==> src/rtl/pic_seq_pkg.sv <==
package pic_seq_pkg;

  typedef enum logic [2:0] {
    ST_IDLE  = 3'd0,
    ST_WAIT2 = 3'd1,
    ST_WAIT3 = 3'd2,
    ST_WAIT4 = 3'd3,
    ST_READY = 3'd4
  } seqState_t;

  // Strobes from control to datapath, one per register action
  typedef struct packed {
    logic ldWord1;
    logic ldWord2;
    logic ldWord3;
    logic ldWord4;
    logic ldMask;
    logic ldSelect;
    logic clrLevel;
    logic clrLowest;
    logic reject;
  } regStrobe_t;

  // Command byte field positions
  localparam int CMD_INIT_BIT  = 4;
  localparam int CMD_SEL_BIT   = 3;
  localparam int CMD_CODE_LSB  = 5;

endpackage

==> src/rtl/pic_seq_ctrl.sv <==
module pic_seq_ctrl
  import pic_seq_pkg::*;
#(
  parameter int DATA_W = 8
) (
  input  logic              clk,
  input  logic              rstN,
  input  logic              busAddr,
  input  logic              busWrEn,
  input  logic [DATA_W-1:0] busWrData,
  input  logic [1:0]        word1Mode,   // {single, needWord4}
  output regStrobe_t        strb,
  output logic              ready,
  output logic              errPulse
);

  seqState_t stateQ, stateD;
  logic      errQ;
  logic [2:0] cmdCode;

  assign cmdCode = busWrData[CMD_CODE_LSB +: 3];

  always_comb begin
    strb   = '0;
    stateD = stateQ;
    if (busWrEn) begin
      if (!busAddr) begin
        if (busWrData[CMD_INIT_BIT]) begin
          strb.ldWord1 = 1'b1;
          stateD       = ST_WAIT2;
        end else if (stateQ == ST_READY) begin
          if (busWrData[CMD_SEL_BIT]) begin
            strb.ldSelect = 1'b1;
          end else begin
            // cmdCode = {rotate, specific, eoi}
            case (cmdCode)
              3'b011:         strb.clrLevel  = 1'b1;
              3'b001:         strb.clrLowest = 1'b1;
              3'b010, 3'b110: ;
              default:        strb.reject    = 1'b1;
            endcase
          end
        end else begin
          strb.reject = 1'b1;
        end
      end else begin
        case (stateQ)
          ST_WAIT2: begin
            strb.ldWord2 = 1'b1;
            if (!word1Mode[1])     stateD = ST_WAIT3;
            else if (word1Mode[0]) stateD = ST_WAIT4;
            else                   stateD = ST_READY;
          end
          ST_WAIT3: begin
            strb.ldWord3 = 1'b1;
            stateD = word1Mode[0] ? ST_WAIT4 : ST_READY;
          end
          ST_WAIT4: begin
            strb.ldWord4 = 1'b1;
            stateD = ST_READY;
          end
          default: strb.ldMask = 1'b1;
        endcase
      end
    end
  end

  always_ff @(posedge clk) begin
    if (!rstN) begin
      stateQ <= ST_IDLE;
      errQ   <= 1'b0;
    end else begin
      stateQ <= stateD;
      errQ   <= strb.reject;
    end
  end

  assign ready    = (stateQ == ST_READY);
  assign errPulse = errQ;

endmodule

==> src/rtl/pic_seq_regs.sv <==
module pic_seq_regs
  import pic_seq_pkg::*;
#(
  parameter int DATA_W = 8
) (
  input  logic              clk,
  input  logic              rstN,
  input  logic              busAddr,
  input  logic [DATA_W-1:0] busWrData,
  input  regStrobe_t        strb,
  input  logic [DATA_W-1:0] reqSet,
  input  logic [DATA_W-1:0] reqClr,
  input  logic [DATA_W-1:0] svcSet,
  output logic [DATA_W-1:0] busRdData,
  output logic [1:0]        word1Mode,
  output logic [DATA_W-1:0] maskOut,
  output logic [DATA_W-1:0] vecBase,
  output logic [DATA_W-1:0] cascadeCfg,
  output logic [DATA_W-1:0] modeCfg
);

  localparam int LVL_W = $clog2(DATA_W);
  localparam logic [DATA_W-1:0] SEL_RESET = DATA_W'(2);

  logic [DATA_W-1:0] word1Q, word2Q, word3Q, word4Q, maskQ, selQ;
  logic [DATA_W-1:0] irrQ, isrQ;
  logic [DATA_W-1:0] retireMask, lowestSet;
  logic [LVL_W-1:0]  level;

  assign level     = busWrData[LVL_W-1:0];
  assign lowestSet = isrQ & (~isrQ + DATA_W'(1));

  always_comb begin
    retireMask = '0;
    if (strb.clrLevel)  retireMask = DATA_W'(1) << level;
    if (strb.clrLowest) retireMask = lowestSet;
  end

  always_ff @(posedge clk) begin
    if (!rstN) begin
      word1Q <= '0;
      word2Q <= '0;
      word3Q <= '0;
      word4Q <= '0;
      maskQ  <= '0;
      selQ   <= SEL_RESET;
    end else begin
      if (strb.ldWord1)  word1Q <= busWrData;
      if (strb.ldWord2)  word2Q <= busWrData;
      if (strb.ldWord3)  word3Q <= busWrData;
      if (strb.ldWord4)  word4Q <= busWrData;
      if (strb.ldMask)   maskQ  <= busWrData;
      if (strb.ldSelect) selQ   <= busWrData;
    end
  end

  // Per-line status flops: set strobes take precedence over clears
  always_ff @(posedge clk) begin
    if (!rstN) begin
      irrQ <= '0;
      isrQ <= '0;
    end else begin
      for (int b = 0; b < DATA_W; b++) begin
        irrQ[b] <= (irrQ[b] & ~reqClr[b])     | reqSet[b];
        isrQ[b] <= (isrQ[b] & ~retireMask[b]) | svcSet[b];
      end
    end
  end

  always_comb begin
    if (busAddr)                 busRdData = maskQ;
    else if (selQ[1:0] == 2'b10) busRdData = irrQ;
    else if (selQ[1:0] == 2'b11) busRdData = isrQ;
    else                         busRdData = '0;
  end

  assign word1Mode  = word1Q[1:0];
  assign maskOut    = maskQ;
  assign vecBase    = word2Q;
  assign cascadeCfg = word3Q;
  assign modeCfg    = word4Q;

endmodule

==> src/rtl/pic_seq_top.sv <==
module pic_seq_top
  import pic_seq_pkg::*;
#(
  parameter int DATA_W = 8
) (
  input  logic              clk,
  input  logic              rstN,
  input  logic              busAddr,
  input  logic              busWrEn,
  input  logic [DATA_W-1:0] busWrData,
  output logic [DATA_W-1:0] busRdData,
  input  logic [DATA_W-1:0] reqSet,
  input  logic [DATA_W-1:0] reqClr,
  input  logic [DATA_W-1:0] svcSet,
  output logic              cmdError,
  output logic              initDone,
  output logic [DATA_W-1:0] maskOut,
  output logic [DATA_W-1:0] vecBase,
  output logic [DATA_W-1:0] cascadeCfg,
  output logic [DATA_W-1:0] modeCfg
);

  regStrobe_t strb;
  logic [1:0] word1Mode;

  pic_seq_ctrl #(.DATA_W(DATA_W)) u_ctrl (
    .clk       (clk),
    .rstN      (rstN),
    .busAddr   (busAddr),
    .busWrEn   (busWrEn),
    .busWrData (busWrData),
    .word1Mode (word1Mode),
    .strb      (strb),
    .ready     (initDone),
    .errPulse  (cmdError)
  );

  pic_seq_regs #(.DATA_W(DATA_W)) u_regs (
    .clk        (clk),
    .rstN       (rstN),
    .busAddr    (busAddr),
    .busWrData  (busWrData),
    .strb       (strb),
    .reqSet     (reqSet),
    .reqClr     (reqClr),
    .svcSet     (svcSet),
    .busRdData  (busRdData),
    .word1Mode  (word1Mode),
    .maskOut    (maskOut),
    .vecBase    (vecBase),
    .cascadeCfg (cascadeCfg),
    .modeCfg    (modeCfg)
  );

endmodule

==> config.mk <==
export PLATFORM = sky130hd
export DESIGN_NAME = pic_seq_top
export DESIGN_NICKNAME = d
export VERILOG_FILES = /design/src/rtl/pic_seq_pkg.sv /design/src/rtl/pic_seq_ctrl.sv /design/src/rtl/pic_seq_regs.sv /design/src/rtl/pic_seq_top.sv
export SDC_FILE = /design/constraint.sdc
export NUM_CORES = 1
export LEC_CHECK = 0
export ABC_AREA = 0
export BUFFER_PORTS_ARGS = -buffer_cell sky130_fd_sc_hd__buf_2
export CAP_MARGIN = 20
export CORE_MARGIN = 4
export CORE_UTILIZATION = 45
export DETAILED_ROUTE_END_ITERATION = 6
export PLACE_DENSITY = 0.74
export SYNTH_ARGS = -nofsm -noshare
export SYNTH_HDL_FRONTEND = slang
export SYNTH_SLANG_ARGS = --single-unit
==> constraint.sdc <==
create_clock -name clk -period 4.3 [get_ports clk]
set_input_delay 0.215 -clock clk [delete_from_list [all_inputs] [get_ports clk]]
set_output_delay 0.215 -clock clk [all_outputs]
set_load 0.005 [all_outputs]
==> results.toml <==
[clock_tree]
path_clk_slew_ns = 0.09
postCtsSetupBuffers = 0
htreeDepth = 2
clkLatencyLatePin_ns = 0.30
tritoncts = "yes"
root_buffer = "clkbuf_8"
clock_sinks = 56
cts_buffer_depth = 2
cts_buffers = 5
ctsResizeCount = 0
ctsHoldBuffers = 0

[power_and_ir_drop]
ir_drop_uv = 195
p_leak_nw = 1.35
cellPowerDensity_nw_per_um2 = 306

[cells_and_area]
nNetsFinal = 373
fillers = 514
drive_above_1_share_pct = 27.3
diodes = 0
finalCoreUtilization_pct = 55.2
area_growth_pct = 18.7
stdcell_area_um2 = 3060

[timing]
rsz0062_at_grt = "false"
finalSetupTns_ns = 0
min_period_over_period_pct = 40.4
fmax_mhz = 575
fin_skew_ns = 0.00605
timing_hold_violations_final = 0
worstMarginPinSlew_ns = 0.845
final.min_clock_period_ns = 1.74
max_slew_margin_pct = 43.7
maxSlewViolCount = 0
setup_viol = 0

[outcome]
status = "completed"

[critical_path]
worst-r2r-cell-count = 4
cp.arrival_ns = 1.52
worstPathRequired_ns = 4.09
cp-end-kind = "output pin"
worstPathMaxFanout = 9
critPathKind = "reg -> out"
start_kind = "flop"

[synthesis]
synthesis.instances = 267
ys_top_cells_by_count = "dfxtp_1 (56), nor2b_1 (47), mux2i_1 (44)"
syn_area_um2 = 2580
synth_cell_types = 39
yosys.area.top_type = "dfxtp_1"
yosysMostFrequentCell = "dfxtp_1"
yosysSeqAreaShare_pct = 43.5
synthFlopType = "dfxtp_1"
synth_area_leaders = "dfxtp_1 (43%), mux2i_1 (17%), nor2b_1 (11%)"
syn-num-nets = 303
yosysTopAreaCellShare_pct = 43.5
postSynth.asyncResetShare_pct = 0
ys_warn_count = 0
synth_edf_count = 0
ys_seq_elements = 56
synth.avg_cell_area_um2 = 9.65

[route]
vias = 2116
drt_iter0_drc = 170
ant_nets = 0
wl_um = 6050
drt-vias-per-instance = 5.17
first_pass_iters = 4
wire_per_inst_um = 14.8
drcViolationCount = 0

[global_routing]
grt_pass1_wl_um = 9870
grt_overflow_total = 0
first_global_vias = 2016
antenna_found_initial = 0
grt_max_degree = 59
grtUsageTotal_pct = 17.4

[place]
port_buffers = 77
place_congestion = 0.765
dpl-instance-area_um2 = 2980
hpwl_um = 4370

[die]
initial_core_util_pct = 46.5
die-area_um2 = 7000
ios = 78
coreArea_um2 = 5540
die_h_um = 83.7
die_w_um = 83.7
num_rows = 27

[hold_path]
hold_class = "in -> reg"
min_path_cells = 2

[job]
max-cap-violations = 0
layer usage:
metal	routed length, um	share of wire [%]	GRT usage [%]
met3	322	5.3	4.05
met5	0	0	0
met1	2850	47	24.1
met2	2790	46	26.7
met4	87	1.4	5.70
kinds of logic after synthesis:
logic type | synth area share, %
AO/OA/AOI/OAI | 10.6
multiplexers | 17.1
AND/OR/NAND/NOR | 25.1
flip-flops | 43.5
buffers and inverters | 3.64
cells in the final DEF, fill, tap and decap left out, types with 5 or more instances in the layout:
cell type and n:
inv_1 5, nor2b_1 47, nor3_1 8, clkbuf_8 5, o21ai_0 18, nor2_1 11
dfxtp_1 56, nand2_1 13, buf_2 77, a21oi_1 7, o21a_1 8, mux2i_1 44
power breakdown:
group / total [mW] / internal (mW) / switching, mW / leakage, nW
sequential: 0.552 / 0.537 / 0.0154 / 0.458
clock: 0.269 / 0.111 / 0.157 / 0.0410
combinational: 0.115 / 0.0538 / 0.0610 / 0.853
total: 0.935 / 0.702 / 0.234 / 1.35
critical path: stages, from the launching register on:
cell and delay, ns:
dfxtp_1 0.63, mux2i_1 0.32, o21ai_0 0.13, buf_2 0.15
path summary, 6_finish.rpt:
check / slack (ns) / startpoint / to
hold / removal: 0.11 / reqSet[4] / u_regs.irrQ[4]
setup reg to reg: 2.62 / u_ctrl.stateQ[1] / u_regs.cascadeCfg[6]
setup / recovery: 2.56 / u_regs.selQ[0] / busRdData[2]
hold reg to reg: 0.50 / u_regs.selQ[1] / u_regs.selQ[1]
registers in the layout, indices dropped and copies added (netlist names):
register	flops
u_regs.selQ	2
u_regs.cascadeCfg	8
u_regs.irrQ	8
u_regs.modeCfg	8
u_regs.vecBase	8
u_regs.isrQ	8
u_regs.maskOut	8
u_ctrl.errPulse	1
u_ctrl.stateQ	3
u_regs.word1Q	2
stage by stage:
stage               total power [mW]  hold WS (ns)  cells  setup WS [ns]
global route                   0.980         0.108    409           2.45
detailed placement             0.679         0.426    402           2.63
CTS                            0.947         0.104    409           2.55
global placement               0.677         0.423    402           2.68
floorplan                      0.630         0.325    267           2.86
finish                         0.935         0.114    409           2.56
layout make-up:
class                      instances  area, um2  share of cell area, %
clock buffer                       6       72.6                   2.37
clock inverter                     1       5.00                  0.164
inverter                           6       22.5                  0.736
multi-input combinational        191       1360                   44.5
sequential                        56       1120                   36.6
tap                               72       90.1                   2.94
timing repair buffer              77        385                   12.6
Note: power is estimated with default switching activity, not from simulation.
